$ cat config.mk
export PLATFORM = sky130hd
export DESIGN_NAME = dma_chan_flow
export DESIGN_NICKNAME = d
export VERILOG_FILES = /design/src/rtl/dma_chan_pkg.sv /design/src/rtl/dma_addr_ctr.sv /design/src/rtl/dma_hs_sel.sv /design/src/rtl/dma_chan_flow.sv
export SDC_FILE = /design/constraint.sdc
export NUM_CORES = 1
export LEC_CHECK = 0
export BUFFER_PORTS_ARGS = -buffer_cell sky130_fd_sc_hd__buf_2
export CAP_MARGIN = 0
export CORE_AREA = 2 2 236 238
export CTS_CLUSTER_DIAMETER = 120
export DETAILED_ROUTE_END_ITERATION = 10
export DIE_AREA = 0 0 238 240
export PLACE_DENSITY_LB_ADDON = 0.15
export SLEW_MARGIN = 20
export SYNTH_ARGS = -nofsm -noshare
export SYNTH_HDL_FRONTEND = slang
export SYNTH_SLANG_ARGS = --single-unit
$ cat constraint.sdc
create_clock -name clk -period 5.3 [get_ports clk]
set_input_delay 0.53 -clock clk [delete_from_list [all_inputs] [get_ports clk]]
set_output_delay 0.53 -clock clk [all_outputs]
set_load 0.1 [all_outputs]
$ cat src/rtl/dma_chan_pkg.sv
package dma_chan_pkg;

  typedef enum logic [2:0] {
    S_IDLE,
    S_WAIT,
    S_ARB,
    S_RD,
    S_WR
  } chan_st_e;

  typedef struct packed {
    logic       dir;
    logic       mem_inc;
    logic       dev_inc;
    logic       fc_off;
    logic       lock;
    logic [1:0] size;
  } chan_ctl_t;

  function automatic logic [2:0] size_bytes(input logic [1:0] code);
    case (code)
      2'd0:    size_bytes = 3'd1;
      2'd1:    size_bytes = 3'd2;
      default: size_bytes = 3'd4;
    endcase
  endfunction

endpackage

$ cat src/rtl/dma_addr_ctr.sv
module dma_addr_ctr #(
  parameter int AW = 32
) (
  input  logic          clk,
  input  logic          rst_n,
  input  logic          load,
  input  logic [AW-1:0] load_val,
  input  logic          adv,
  input  logic [2:0]    step,
  output logic [AW-1:0] addr,
  output logic [AW:0]   nxt
);
  assign nxt = {1'b0, addr} + (AW+1)'(step);

  always_ff @(posedge clk or negedge rst_n) begin
    if (!rst_n)    addr <= '0;
    else if (load) addr <= load_val;
    else if (adv)  addr <= nxt[AW-1:0];
  end
endmodule

$ cat src/rtl/dma_hs_sel.sv
module dma_hs_sel #(
  parameter int NDEV = 128,
  parameter int SELW = 7
) (
  input  logic [SELW-1:0] sel,
  input  logic [NDEV-1:0] req_bus,
  input  logic [NDEV-1:0] term_bus,
  input  logic            pulse,
  output logic            req,
  output logic            term,
  output logic [NDEV-1:0] done_bus
);
  logic [NDEV-1:0] hit;

  for (genvar i = 0; i < NDEV; i++) begin : g_slice
    assign hit[i]      = (sel == SELW'(i));
    assign done_bus[i] = pulse & hit[i];
  end

  assign req  = |(req_bus & hit);
  assign term = |(term_bus & hit);
endmodule

$ cat src/rtl/dma_chan_flow.sv
module dma_chan_flow
  import dma_chan_pkg::*;
#(
  parameter int AW   = 32,
  parameter int DW   = 32,
  parameter int NDEV = 128,
  parameter int SELW = 7
) (
  input  logic            clk,
  input  logic            rst_n,
  input  logic            go,
  input  logic            abort_req,
  input  logic            cfg_dir,
  input  logic            cfg_mem_inc,
  input  logic            cfg_dev_inc,
  input  logic [1:0]      cfg_size,
  input  logic            cfg_fc_off,
  input  logic            cfg_lock,
  input  logic [SELW-1:0] cfg_sel,
  input  logic [AW-1:0]   cfg_mem_start,
  input  logic [AW-1:0]   cfg_mem_end,
  input  logic [AW-1:0]   cfg_dev_addr,
  input  logic [NDEV-1:0] hs_req,
  input  logic [NDEV-1:0] hs_term,
  output logic [NDEV-1:0] hs_done,
  output logic            arb_req,
  output logic            arb_lock,
  input  logic            arb_gnt,
  output logic            bus_valid,
  output logic            bus_write,
  output logic [AW-1:0]   bus_addr,
  output logic [1:0]      bus_size,
  output logic [DW-1:0]   bus_wdata,
  input  logic            bus_ready,
  input  logic [DW-1:0]   bus_rdata,
  output logic            st_active,
  output logic            st_done,
  output logic            st_aborted,
  output logic            st_terminated
);
  chan_st_e        st_q, st_d;
  chan_ctl_t       c_q;
  logic [SELW-1:0] sel_q;
  logic [AW-1:0]   end_q;
  logic [DW-1:0]   data_q;
  logic            lock_q, ab_pend, tm_pend, done_q;
  logic            s_done, s_ab, s_tm;
  logic [AW-1:0]   mem_addr, dev_addr;
  logic [AW:0]     mem_nxt, dev_nxt;
  logic [2:0]      step;
  logic            hw, req_s, term_s, term_now, ab_any, tm_any;
  logic            rd_fire, wr_fire, last, start;
  logic            fin_done, fin_ab, fin_tm, fin_any;

  assign start    = (st_q == S_IDLE) && go;
  assign step     = size_bytes(c_q.size);
  assign hw       = !c_q.fc_off;
  assign rd_fire  = (st_q == S_RD) && bus_ready;
  assign wr_fire  = (st_q == S_WR) && bus_ready;
  assign term_now = hw && term_s;
  assign ab_any   = abort_req || ab_pend;
  assign tm_any   = term_now || tm_pend;
  assign last     = c_q.mem_inc && (mem_nxt >= {1'b0, end_q});
  assign fin_any  = fin_done || fin_ab || fin_tm;

  dma_addr_ctr #(.AW(AW)) i_mem_ctr (
    .clk(clk), .rst_n(rst_n), .load(start), .load_val(cfg_mem_start),
    .adv(wr_fire && c_q.mem_inc), .step(step), .addr(mem_addr), .nxt(mem_nxt)
  );

  dma_addr_ctr #(.AW(AW)) i_dev_ctr (
    .clk(clk), .rst_n(rst_n), .load(start), .load_val(cfg_dev_addr),
    .adv(wr_fire && c_q.dev_inc), .step(step), .addr(dev_addr), .nxt(dev_nxt)
  );

  dma_hs_sel #(.NDEV(NDEV), .SELW(SELW)) i_hs_sel (
    .sel(sel_q), .req_bus(hs_req), .term_bus(hs_term), .pulse(done_q),
    .req(req_s), .term(term_s), .done_bus(hs_done)
  );

  // Sequencing: wait for pacing, win arbitration, read beat, write beat.
  always_comb begin
    st_d     = st_q;
    fin_done = 1'b0;
    fin_ab   = 1'b0;
    fin_tm   = 1'b0;
    case (st_q)
      S_IDLE: if (go) st_d = S_WAIT;
      S_WAIT: begin
        if (ab_any)      fin_ab = 1'b1;
        else if (tm_any) fin_tm = 1'b1;
        else if (!hw || (req_s && !done_q)) st_d = lock_q ? S_RD : S_ARB;
      end
      S_ARB: begin
        if (ab_any)       fin_ab = 1'b1;
        else if (tm_any)  fin_tm = 1'b1;
        else if (arb_gnt) st_d = S_RD;
      end
      S_RD: if (bus_ready) begin
        if (ab_any)      fin_ab = 1'b1;
        else if (tm_any) fin_tm = 1'b1;
        else             st_d = S_WR;
      end
      S_WR: if (bus_ready) begin
        if (last)        fin_done = 1'b1;
        else if (ab_any) fin_ab = 1'b1;
        else if (tm_any) fin_tm = 1'b1;
        else             st_d = S_WAIT;
      end
      default: st_d = S_IDLE;
    endcase
    if (fin_any) st_d = S_IDLE;
  end

  always_ff @(posedge clk or negedge rst_n) begin
    if (!rst_n) begin
      st_q    <= S_IDLE;
      c_q     <= '0;
      sel_q   <= '0;
      end_q   <= '0;
      data_q  <= '0;
      lock_q  <= 1'b0;
      ab_pend <= 1'b0;
      tm_pend <= 1'b0;
      done_q  <= 1'b0;
      s_done  <= 1'b0;
      s_ab    <= 1'b0;
      s_tm    <= 1'b0;
    end else begin
      st_q   <= st_d;
      done_q <= wr_fire && hw;
      if (st_q == S_IDLE) begin
        ab_pend <= 1'b0;
        tm_pend <= 1'b0;
        if (go) begin
          c_q    <= '{dir: cfg_dir, mem_inc: cfg_mem_inc, dev_inc: cfg_dev_inc,
                      fc_off: cfg_fc_off, lock: cfg_lock, size: cfg_size};
          sel_q  <= cfg_sel;
          end_q  <= cfg_mem_end;
          s_done <= 1'b0;
          s_ab   <= 1'b0;
          s_tm   <= 1'b0;
        end
      end else begin
        if (abort_req) ab_pend <= 1'b1;
        if (term_now)  tm_pend <= 1'b1;
      end
      if (rd_fire) data_q <= bus_rdata;
      if (fin_any) lock_q <= 1'b0;
      else if ((st_q == S_ARB) && arb_gnt && c_q.lock) lock_q <= 1'b1;
      if (fin_done) s_done <= 1'b1;
      if (fin_ab)   s_ab   <= 1'b1;
      if (fin_tm)   s_tm   <= 1'b1;
    end
  end

  assign bus_valid     = (st_q == S_RD) || (st_q == S_WR);
  assign bus_write     = (st_q == S_WR);
  assign bus_addr      = ((st_q == S_RD) == c_q.dir) ? mem_addr : dev_addr;
  assign bus_size      = c_q.size;
  assign bus_wdata     = data_q;
  assign arb_req       = (st_q == S_ARB) || bus_valid || lock_q;
  assign arb_lock      = lock_q;
  assign st_active     = (st_q != S_IDLE);
  assign st_done       = s_done;
  assign st_aborted    = s_ab;
  assign st_terminated = s_tm;

  // a stalled beat keeps its contents
  a_r11_beat_held: assert property (@(posedge clk) disable iff (!rst_n)
    bus_valid && !bus_ready |=> bus_valid && $stable(bus_addr)
                                && $stable(bus_write) && $stable(bus_wdata));

  // never more than one completion status
  a_r12_one_status: assert property (@(posedge clk) disable iff (!rst_n)
    $onehot0({st_done, st_aborted, st_terminated}));

  // lock only while a transfer is live
  a_r9_lock_in_flight: assert property (@(posedge clk) disable iff (!rst_n)
    arb_lock |-> st_active);

  // done only reachable with memory stepping enabled
  a_r4_done_needs_inc: assert property (@(posedge clk) disable iff (!rst_n)
    $rose(st_done) |-> c_q.mem_inc);

  // done pulse on at most one slice
  a_r5_done_onehot: assert property (@(posedge clk) disable iff (!rst_n)
    $onehot0(hs_done));

  // firmware pacing never pulses the handshake
  a_r8_fw_quiet: assert property (@(posedge clk) disable iff (!rst_n)
    (|hs_done) |-> !c_q.fc_off);
endmodule

==> impl_results.md, run 1 <==
- Outcome: completed
- Critical Setup Path Class: reg -> reg
- Top-count cell post-synth: nand2_1
- Share of the synthesized area in the top cell type: roughly a third
- GPL Wtd Cong: between 0.9 and 1
- Most frequent CP cell: nor2_1
- Ys async rst share: 100%
- Netlist cell types: 79
- Period utilization: between 80% and 90%
- Max FO, Critical Path: 7
- Area delta synth->final: 37.5%
- Die height: 240 µm
- RSZ-0062 raised after global routing: false
- Global-route wire length before repair: 95200 µm
- HP Class: in -> async
- Fin crit period: between 4 and 5 ns
- Core Footprint: roughly 55000 µm²
- Max clock buf depth: 2
- Post-Syn Area per Cell: 8.04 µm²
- Post-synth EDFFs: 0
- Initial DRC count: a little over 800
- Worst r2r src: bus_size[1]$_DFFE_PN0P_
- FF-to-FF setup slack: around 0.58 ns
- Largest stage delay on the critical path: 0.47 ns
- Mapped Area: 11800 µm²
- Critical path required time: 5.62 ns
- Postcts setup bufs: 0
- FF+latch count, synth: approximately 150
- TNS Setup: 0 ns
- I/O pin total: just over 600
- PostCTS Resize Cnt: 0
- Worst vdd ir: a little over 500 µV
- Worst skew pair latency: 0.44 ns
- Fillcell total: between 6000 and 7000
- Max-Cap Viols: 0
- Setup Viol. Count Final: 0
- Worst path depth: 19
- Die width: about 240 µm
- Seq/Total Area, Yosys: ~32%
- Post-DP HPWL: 57100 µm
- LEAKAGE: about 7.6 nW
- Port Buffers: roughly 600
- Post-route DRC: 0
- R2R depth: 19
- Critical Path Source: bus_size[1]$_DFFE_PN0P_
- CP Buf/Inv Count: 1
- Row count: 86
- Util after Layout: roughly 30%
- CP cell instances: nor2_1 -> ha_1 -> maj3_1 -> a21oi_1 -> buf_4 -> nand4b_2 -> nor3_2 -> nand3_1 -> nor3_1 -> xor2_1 -> ha_1 -> nand3_1 -> nor2_1 -> a221oi_1 -> o2111ai_1 -> o31ai_1 -> nor2_1 -> or2_2 -> o41ai_1
- Combinational family with the most area after synthesis: simple AND/OR/NAND/NOR gates
- Compound-gate portion of the synthesized area: 16.0%
- # hold bufs at CTS: 0
- DRT Pass-1 Iters: 6
- Number of vias per cell: roughly 5
- Routed Antenna Nets: 0
- Clock root cell: clkbuf_16
- Die area: between 50000 and 60000 µm²
- Crit. End Element: flip-flop
- Initial antenna violation count: 24
- GRT Resource Usage Total: between 20% and 30%
- Top cells by area, synth: dfrtp_1 32%, nand2_1 7.2%, mux2_2 7.2%, nor2_1 5.3%, o21ai_0 4.5%
- Post-synthesis mux area share: 7.85%
- CTS tree: yes
- Net count, final: around 2500
- Clk slew on worst S/H paths: about 0.070 ns
- Ys flop type: dfrtp_1
- Layout cells sized above 1: around two fifths
- Power Density: 670 nW/µm²
- Final hold vios: 0
- Initial Utilization: 21.6%
- Max-slew violations: 0
- Total number of vias: between 10000 and 15000
- Largest net degree at the start of global routing: approximately 110
- Synthesized instance count: ~1500
- Peak Freq: 0.212 GHz
- Slew HR: 23.2%
- Worst Tran Pin Value: approximately 1.2 ns
- Cell taking the most area after synthesis: dfrtp_1
- H-tree Lvls: 4
- Crit path launch type: flip-flop
- CTS sink cnt: 152
- Mapped Nets: around 1900
- Gr ovfl total: 0
- CTS Buf Count: 17
- Synth Area in Simple Gates: 27.3%
- Routed len/inst: roughly 25 µm
- Commonest cells post-synth: 227 x nand2_1, 168 x nor2_1, 152 x dfrtp_1, 106 x o21ai_0, 75 x mux2_2
- Syn. warnings: 0
- Adder-cell area share of the yosys netlist: 4.20%
- Vias in the first global route: approximately 14000
- WL final: 69100 µm
- Worst Path Arrival: approximately 5.0 ns
- Post-Synth XOR/XNOR Area: between 6 and 7%
- Worst path top cell family by delay: simple AND/OR/NAND/NOR gates
- Slowest-stage cell, CP: dfrtp_1
- Final Skew: 0.0122 ns
where the power goes:
group	internal, mW	total, mW	switching [mW]
logic	1.93	7.21	5.29
registers	1.71	2.44	0.729
clock network	0.673	1.23	0.555
worst paths after layout:
kind / end
hold reg to reg: st_terminated$_DFFE_PN0P_
setup reg to reg: st_terminated$_DFFE_PN0P_
min in group clk: i_dev_ctr.addr[25]$_DFFE_PN0P_
max in group asynchronous: end_q[8]$_DFFE_PN0P_
setup / recovery: st_terminated$_DFFE_PN0P_
hold / removal: bus_wdata[10]$_DFFE_PN0P_
routing by layer:
layer | share of wire, % | GRT usage [%] | routed length (µm) | vias to the layer above
li1 | - | - | - | 6336
met1 | 37 | 24.7 | 25400 | 6455
met2 | 52 | 42.8 | 36000 | 584
met3 | 5.2 | 3.71 | 3570 | 144
met4 | 5.8 | 14.4 | 4040 | 8
met5 | 0.084 | 0 | 58 | -
layout by cell type, fill, tap and decap left out, types with 8 or more instances in the layout:
| cell type | count |
|---|---|
| diode_2 | 12 |
| dfrtp_1 | 151 |
| a32oi_1 | 10 |
| a31oi_1 | 8 |
| a21oi_1 | 44 |
| nor3_1 | 17 |
| and3_1 | 23 |
| ha_1 | 38 |
| nand2_1 | 227 |
| a22oi_1 | 62 |
| o21ai_0 | 106 |
| buf_4 | 41 |
| nand4_1 | 31 |
| nor2_1 | 168 |
| buf_2 | 604 |
| xor2_1 | 55 |
| nand3_1 | 73 |
| and3b_1 | 12 |
| o211ai_1 | 14 |
| inv_1 | 41 |
| mux2_2 | 75 |
| and2_1 | 8 |
| clkbuf_16 | 17 |
| xnor2_1 | 35 |
| nor2b_1 | 9 |
| o22ai_1 | 14 |
| nor4_1 | 14 |
| and4b_1 | 8 |
| and4_1 | 9 |
sequential cells by signal, indices dropped and copies added (netlist names), 2 cells and up:
name / count
bus_wdata: 32
sel_q: 7
i_mem_ctr.addr: 32
i_dev_ctr.addr: 32
c_q: 5
st_q: 3
end_q: 32
bus_size: 2
cells by family after synthesis:
logic type	count (synthesis)
buf+inv	152
fa+ha+maj	40
compound gates	298
flops	152
mux	83
xor+xnor	91
simple gates	653
worst register-to-register path: cells and delay by family (launching register included):
kind	cells	cell delay, ns
xor+xnor	1	0.19
compound gates	5	1.21
fa+ha+maj	3	0.63
buf+inv	1	0.17
simple gates	9	1.93
flops	1	0.47
layout make-up:
type                       count  area, µm²  share of cell area (%)
multi-input combinational   1165       7420                    45.7
sequential                   152       3800                    23.4
timing repair buffer         647       3360                    20.7
tap                          704        881                    5.42
clock buffer                  19        443                    2.73
inverter                      43        161                   0.994
clock inverter                13        135                   0.832
antenna                       12       30.0                   0.185
per-stage QoR:
| step | std cells | hold slack [ns] | setup WS [ns] | power [mW] | cell area [µm²] |
|---|---|---|---|---|---|
| final | 2755 | 0.236 | 0.575 | 10.9 | 16200 |
| after global routing | 2752 | 0.282 | 0.0987 | 11.5 | 16200 |
| after CTS | 2743 | 0.261 | 0.226 | 11.0 | 16200 |
| after detailed placement | 2711 | 0.476 | 0.250 | 9.69 | 15600 |
| after global placement | 2711 | 0.472 | 0.361 | 9.66 | 15600 |
| after floorplan | 1469 | 0.234 | 1.37 | 7.65 | 11800 |
(Power assumes the default switching activity.)
==> inputs of run 2 (changes only) <==
==> constraint.sdc (replaced) <==
create_clock -name clk -period 4.8 [get_ports clk]
set_input_delay 0.48 -clock clk [delete_from_list [all_inputs] [get_ports clk]]
set_output_delay 0.48 -clock clk [all_outputs]
set_load 0.1 [all_outputs]
==> run 2 against run 1 <==
  * Design area rose by 1.2%
  * Clock-buffer cell count rose by 3
  * Die area did not move
  * Setup slack got worse by 0.31 ns
  * Register-to-register slack got worse by 0.31 ns
  * Flip-flop and latch count did not move
  * Via count rose by 1.8%
  * Clock power rose by 14%
  * Final cell count rose by 0.94%
  * Hold slack got worse by 0.17 ns
  * Combinational power rose by 13%
  * Routed wire length rose by 1.3%
  * Largest cell class unchanged
==> impl_results.md, run 2 (same netlist as run 1, synthesis figures left out) <==
- Util after Layout: 30.1% (was 29.7%)
- # hold bufs at CTS: 0 (unchanged)
- Setup Viol. Count Final: 0 (unchanged)
- Clk slew on worst S/H paths: 0.07 ns (about the same)
- Crit path launch type: flip-flop (unchanged)
- Worst r2r src: bus_size[1]$_DFFE_PN0P_ (unchanged)
- Area delta synth->final: 39.3% (was 37.5%)
- Die area: 57100 µm² (unchanged)
- Final Skew: 0.0135 ns (was 0.0122 ns)
- Initial antenna violation count: 26 (was 24)
- GPL Wtd Cong: 0.979 (was 0.940)
- Commonest non-fill, non-tap cell in the layout: buf_2 (unchanged)
- Met1 global-route usage: 25.8% (was 24.7%)
- Outcome: completed (unchanged)
- DRT Pass-1 Iters: 6 (unchanged)
- Power Density: 739 nW/µm² (was 670 nW/µm²)
- Post-DP HPWL: 58000 µm (was 57100 µm)
- GRT Resource Usage Total: 23.5% (was 23.2%)
- Die width: 238 µm (unchanged)
- R2R depth: 19 (unchanged)
- Worst vdd ir: 835 µV (was 519 µV)
- Met3 GRT Util: 3.21% (was 3.71%)
- Clock share of power: 11.5% (was 11.3%)
- Die height: 240 µm (unchanged)
- Period utilization: 94.4% (was 89.1%)
- CTS tree: yes (unchanged)
- Worst Path Arrival: 4.86 ns (was 5.04 ns)
- Worst skew pair latency: 0.44 ns (about the same)
- Crit path setup slack, layout: 0.270 ns (was 0.575 ns)
- WL final: 70000 µm (was 69100 µm)
- Initial DRC count: 881 (was 829)
- Sw Ratio: 59.8% (was 60.4%)
- FF-to-FF setup slack: 0.27 ns (was 0.58 ns)
- Row count: 86 (unchanged)
- Reg power frac: 21.6% (was 22.4%)
- R2r endpoint: st_terminated$_DFFE_PN0P_ (unchanged)
- Critical path required time: 5.13 ns (was 5.62 ns)
- Port Buffers: 605 (unchanged)
- Met2 global-route usage: 43.1% (was 42.8%)
- Gr ovfl total: 0 (unchanged)
- H-tree Lvls: 4 (unchanged)
- Core Footprint: 54700 µm² (unchanged)
- Post-route DRC: 0 (unchanged)
- P_int: 4.89 mW (was 4.31 mW)
- Max-Cap Viols: 0 (unchanged)
- Layout cells sized above 1: 39.4% (was 38.7%)
- DP Worst Slack: -0.0672 ns (was 0.250 ns)
- I/O pin total: 606 (unchanged)
- Global-route wire length before repair: 96900 µm (was 95200 µm)
- Most frequent cells in the layout: 604 x buf_2, 227 x nand2_1, 167 x nor2_1 (was 604 x buf_2, 227 x nand2_1, 168 x nor2_1)
- Max-slew violations: 0 (unchanged)
- Most crowded layer after global routing: met2 (unchanged)
- Fin crit period: 4.53 ns (was 4.72 ns)
- Slew HR: 26.9% (was 23.2%)
- Combinational group share of total power: 66.9% (was 66.3%)
- Peak Freq: 0.221 GHz (was 0.212 GHz)
- Crit. End Element: flip-flop (unchanged)
- Number of vias per cell: 4.95 (was 4.91)
- Critical Setup Path Class: reg -> reg (unchanged)
- Max clock buf depth: 2 (unchanged)
- Max FO, Critical Path: 6 (was 7)
- Net count, final: 2489 (was 2468)
- Fillcell total: 6034 (was 6066)
- Initial Utilization: 21.6% (unchanged)
- Total number of vias: 13774 (was 13527)
- Clock root cell: clkbuf_16 (unchanged)
- LEAKAGE: 7.76 nW (was 7.62 nW)
- CTS sink cnt: 152 (unchanged)
- Worst Tran Pin Value: 1.10 ns (was 1.15 ns)
- Routed Antenna Nets: 0 (unchanged)
- CTS Buf Count: 17 (unchanged)
- Vias in the first global route: 13794 (was 13695)
- Routed len/inst: 25.2 µm (was 25.1 µm)
- Largest net degree at the start of global routing: 92 (was 112)
- Sw power: 7.27 mW (was 6.57 mW)
- HP Class: in -> async (unchanged)
- Final hold vios: 0 (unchanged)
[run 2: cell count changes in the layout (fill, tap and decap cells not counted), sizes merged]
cell      previous run  this run
buf                646       668
diode               12        18
inv                 48        45
clkbuf              20        22
bufinv               1         2
clkinv               6         5
clkinvlp             1         0
[run 2: worst max-delay path by stage]
| stage | end | from | depth (start not counted) |
|---|---|---|---|
| after floorplan | st_terminated$_DFFE_PN0P_ | bus_size[1]$_DFFE_PN0P_ | 19 |
| after CTS | st_terminated$_DFFE_PN0P_ | bus_size[1]$_DFFE_PN0P_ | 19 |
| final | st_terminated$_DFFE_PN0P_ | bus_size[1]$_DFFE_PN0P_ | 19 |
| after global routing | st_terminated$_DFFE_PN0P_ | bus_size[1]$_DFFE_PN0P_ | 19 |
| after detailed placement | arb_lock$_DFFE_PN0P_ | bus_size[1]$_DFFE_PN0P_ | 18 |
| after global placement | arb_lock$_DFFE_PN0P_ | bus_size[1]$_DFFE_PN0P_ | 18 |
[run 2: critical path: stages, from the launching register on]
cell and delay (ns):
dfrtp_1 0.47, nor2b_4 0.20, xor2_1 0.17, ha_1 0.19, a21o_1 0.12, a31o_2 0.16, nand4_1 0.15, or4_4 0.56
nor2_1 0.13, xor2_1 0.16, ha_1 0.27, nand4_1 0.22, nor2_1 0.06, a221oi_1 0.27, o2111ai_1 0.18, o31ai_2 0.34
nor2_1 0.09, buf_4 0.15, or2_2 0.29, o41ai_1 0.22
[run 2: what timing repair did]
action,CTS,global route
cloned,0,0
resized for setup,2,6
buffers inserted,0,1
pin swaps,0,2
endpoints found under the setup margin,7,7
[run 2: final cells by class]
| type | count | area, µm² | area share [%] |
|---|---|---|---|
| sequential | 152 | 3800 | 23.1 |
| clock inverter | 9 | 114 | 0.692 |
| timing repair buffer | 668 | 3520 | 21.4 |
| inverter | 43 | 161 | 0.981 |
| clock buffer | 22 | 484 | 2.94 |
| multi-input combinational | 1165 | 7440 | 45.2 |
| antenna | 18 | 45.0 | 0.274 |
| tap | 704 | 881 | 5.36 |
[run 2: metrics by stage]
| step | power, mW | hold WS (ns) | cell area [µm²] | instances | TNS, ns |
|---|---|---|---|---|---|
| 6_report | 12.2 | 0.0649 | 16400 | 2781 | 0 |
| 5_1_grt | 12.8 | 0.129 | 16400 | 2777 | -0.00421 |
| 4_1_cts | 12.2 | 0.104 | 16400 | 2762 | 0 |
| 3_5_place_dp | 10.8 | 0.460 | 15800 | 2731 | -0.262 |
| 3_3_place_gp | 10.7 | 0.466 | 15800 | 2731 | 0 |
| 2_1_floorplan | 8.44 | 0.184 | 11800 | 1469 | 0 |
[run 2: layer usage]
layer / routed length (µm) / vias to the layer above
li1: - / 6388
met1: 26200 / 6658
met2: 35700 / 576
met3: 3450 / 146
met4: 4530 / 6
met5: 41 / -
[run 2: power groups by stage]
stage          registers [mW]  logic [mW]  clock network (mW)
2_1_floorplan            3.30        5.15                   0
5_1_grt                  2.73        8.63                1.49
4_1_cts                  2.61        8.16                1.44
6_report                 2.62        8.14                1.40
3_5_place_dp             2.63        8.12                   0
3_3_place_gp             2.62        8.10                   0
==> inputs of run 3 (changes only) <==
--- a/config.mk
+++ b/config.mk
@@ -12,6 +12,7 @@
 export DETAILED_ROUTE_END_ITERATION = 10
 export DIE_AREA = 0 0 238 240
 export PLACE_DENSITY_LB_ADDON = 0.15
+export REMOVE_ABC_BUFFERS = 1
 export SLEW_MARGIN = 20
 export SYNTH_ARGS = -nofsm -noshare
 export SYNTH_HDL_FRONTEND = slang
==> run 3 against run 2 <==
  * Sequential power hardly changed
  * Core utilization is 0.089 points lower
  * Combinational power hardly changed
  * Critical path depth stayed put
  * Setup slack better by 0.070 ns
  * Via count is 0.51% lower
  * Die area stayed put
  * Clock skew is 0.0023 ns lower
  * First-iteration DRC count is 8.7% higher
  * Routed wire length is 4.3% lower
  * Critical path type unchanged
==> impl_results.md, run 3 (same netlist as run 1, synthesis figures left out) <==
- Outcome: completed (unchanged)
- Slew HR: 28.4% (was 26.9%)
- Global-route wire length before repair: 94600 µm (was 96900 µm)
- Final hold vios: 0 (unchanged)
- Number of vias per cell: 4.95 (about the same)
- Total number of vias: 13704 (was 13774)
- P_int: 4.79 mW (was 4.89 mW)
- Clk slew on worst S/H paths: 0.07 ns (about the same)
- H-tree Lvls: 4 (unchanged)
- Largest net degree at the start of global routing: 152 (was 92)
- Worst Path Arrival: 4.80 ns (was 4.86 ns)
- Net count, final: 2482 (was 2489)
- LEAKAGE: 7.74 nW (was 7.76 nW)
- Initial DRC count: 958 (was 881)
- Core Footprint: 54700 µm² (unchanged)
- Gr ovfl total: 0 (unchanged)
- Initial antenna violation count: 15 (was 26)
- GPL Wtd Cong: 0.938 (was 0.979)
- Port Buffers: 605 (unchanged)
- Layout cells sized above 1: 39.4% (about the same)
- Peak Freq: 0.224 GHz (was 0.221 GHz)
- Critical path required time: 5.14 ns (was 5.13 ns)
- Util after Layout: 30.0% (was 30.1%)
- Postcts setup bufs: 0 (unchanged)
- Die height: 240 µm (unchanged)
- Worst vdd ir: 634 µV (was 835 µV)
- Sw Ratio: 60.4% (was 59.8%)
- Post-DP HPWL: 54600 µm (was 58000 µm)
- Die width: 238 µm (unchanged)
- Post-route DRC: 0 (unchanged)
- Period utilization: 92.9% (was 94.4%)
- Crit path launch type: flip-flop (unchanged)
- Die area: 57100 µm² (unchanged)
- WL final: 67000 µm (was 70000 µm)
- Max-slew violations: 0 (unchanged)
- Crit. End Element: flip-flop (unchanged)
- R2R depth: 19 (unchanged)
- CTS sink cnt: 152 (unchanged)
- Routed Antenna Nets: 0 (unchanged)
- Clock root cell: clkbuf_16 (unchanged)
- Worst Tran Pin Value: 1.07 ns (was 1.10 ns)
- Tot Pwr: 12.1 mW (was 12.2 mW)
- Combinational group share of total power: 67.4% (was 66.9%)
- Power Density: 737 nW/µm² (was 739 nW/µm²)
- Reg power frac: 21.5% (was 21.6%)
- Final non-filler cell total: 2769 (was 2781)
- GRT Resource Usage Total: 22.7% (was 23.5%)
- Design area: 16400 µm² (about the same)
- Area delta synth->final: 38.8% (was 39.3%)
- Sw power: 7.29 mW (was 7.27 mW)
- Critical Setup Path Class: reg -> reg (unchanged)
- Final Skew: 0.0112 ns (was 0.0135 ns)
- Most frequent cells in the layout: 604 x buf_2, 227 x nand2_1, 168 x nor2_1 (was 604 x buf_2, 227 x nand2_1, 167 x nor2_1)
- HP Class: in -> async (unchanged)
- Dpl cell area: 15800 µm² (about the same)
- Crit path setup slack, layout: 0.340 ns (was 0.270 ns)
- Max FO, Critical Path: 5 (was 6)
- Max clock buf depth: 2 (unchanged)
- Row count: 86 (unchanged)
- Initial Utilization: 21.6% (unchanged)
- Commonest non-fill, non-tap cell in the layout: buf_2 (unchanged)
- CTS Buf Count: 17 (unchanged)
- DRT Pass-1 Iters: 5 (was 6)
- Worst skew pair latency: 0.46 ns (was 0.44 ns)
- CTS tree: yes (unchanged)
- Max-Cap Viols: 0 (unchanged)
- Fin crit period: 4.46 ns (was 4.53 ns)
- Routed len/inst: 24.2 µm (was 25.2 µm)
- DP Worst Slack: 0.0737 ns (was -0.0672 ns)
- Setup Viol. Count Final: 0 (unchanged)
- I/O pin total: 606 (unchanged)
- Vias in the first global route: 14081 (was 13794)
- DP Cell Count: 2725 (was 2731)
- Clock share of power: 11.1% (was 11.5%)
## run 3: power by group through the flow
stage | registers (mW) | logic [mW] | clock network [mW]
2_1_floorplan | 3.59 | 4.65 | 0
3_3_place_gp | 2.60 | 8.12 | 0
3_5_place_dp | 2.61 | 8.12 | 0
4_1_cts | 2.59 | 8.15 | 1.40
5_1_grt | 2.70 | 8.66 | 1.44
6_report | 2.60 | 8.14 | 1.34
## run 3: cell type report
cell class / instances / area, µm²
fillers: 6045 / 38300
multi-input cells: 1165 / 7490
flip-flops and latches: 152 / 3800
repair buffers: 661 / 3470
well taps: 704 / 881
clock buffers: 18 / 439
inverters: 43 / 161
clock inverters: 14 / 124
diodes: 12 / 30.0
## run 3: path summary, 6_finish.rpt
| kind | start | end | slack, ns |
|---|---|---|---|
| worst max-delay path | bus_size[0]$_DFFE_PN0P_ | st_terminated$_DFFE_PN0P_ | 0.34 |
| max in group asynchronous | rst_n | i_dev_ctr.addr[5]$_DFFE_PN0P_ | 3.67 |
| worst min-delay path | rst_n | i_dev_ctr.addr[26]$_DFFE_PN0P_ | 0.06 |
| worst min register to register | st_done$_DFFE_PN0P_ | st_done$_DFFE_PN0P_ | 0.47 |
| worst max register to register | bus_size[0]$_DFFE_PN0P_ | st_terminated$_DFFE_PN0P_ | 0.34 |
| min in group clk | cfg_dir | c_q[6]$_DFFE_PN0P_ | 0.22 |
## run 3: what timing repair did
action,CTS,global route
setup endpoints to repair,0,7
gates resized for setup,0,9
hold buffers,0,0
## run 3: metrics by stage
stage               hold WS (ns)   TNS, ns
global route               0.106  -0.00150
detailed placement         0.461         0
finish                    0.0604         0
floorplan                  0.184         0
CTS                       0.0896         0
global placement           0.463         0
## run 3: routing by layer
layer | vias up | global-route usage [%] | part of all wire [%]
met2 | 625 | 41.3 | 51
met1 | 6572 | 25.4 | 38
met4 | 4 | 11.7 | 5.0
met3 | 138 | 3.90 | 6.0
li1 | 6365 | - | -
met5 | - | 0 | 0.042
## run 3: critical path, stage by stage, from the launching register on
cell and delay [ns]:
dfrtp_1 0.40, nor2b_4 0.21, xor2_1 0.16, ha_1 0.19, a21o_1 0.13, a31o_2 0.13
nand4_1 0.20, or4_4 0.58, nor2_1 0.13, xor2_1 0.16, ha_1 0.26, nand4_1 0.17
nor2_1 0.06, a221oi_1 0.34, o2111ai_1 0.18, o31ai_2 0.31, nor2_1 0.08, buf_4 0.14
or2_2 0.31, o41ai_2 0.22
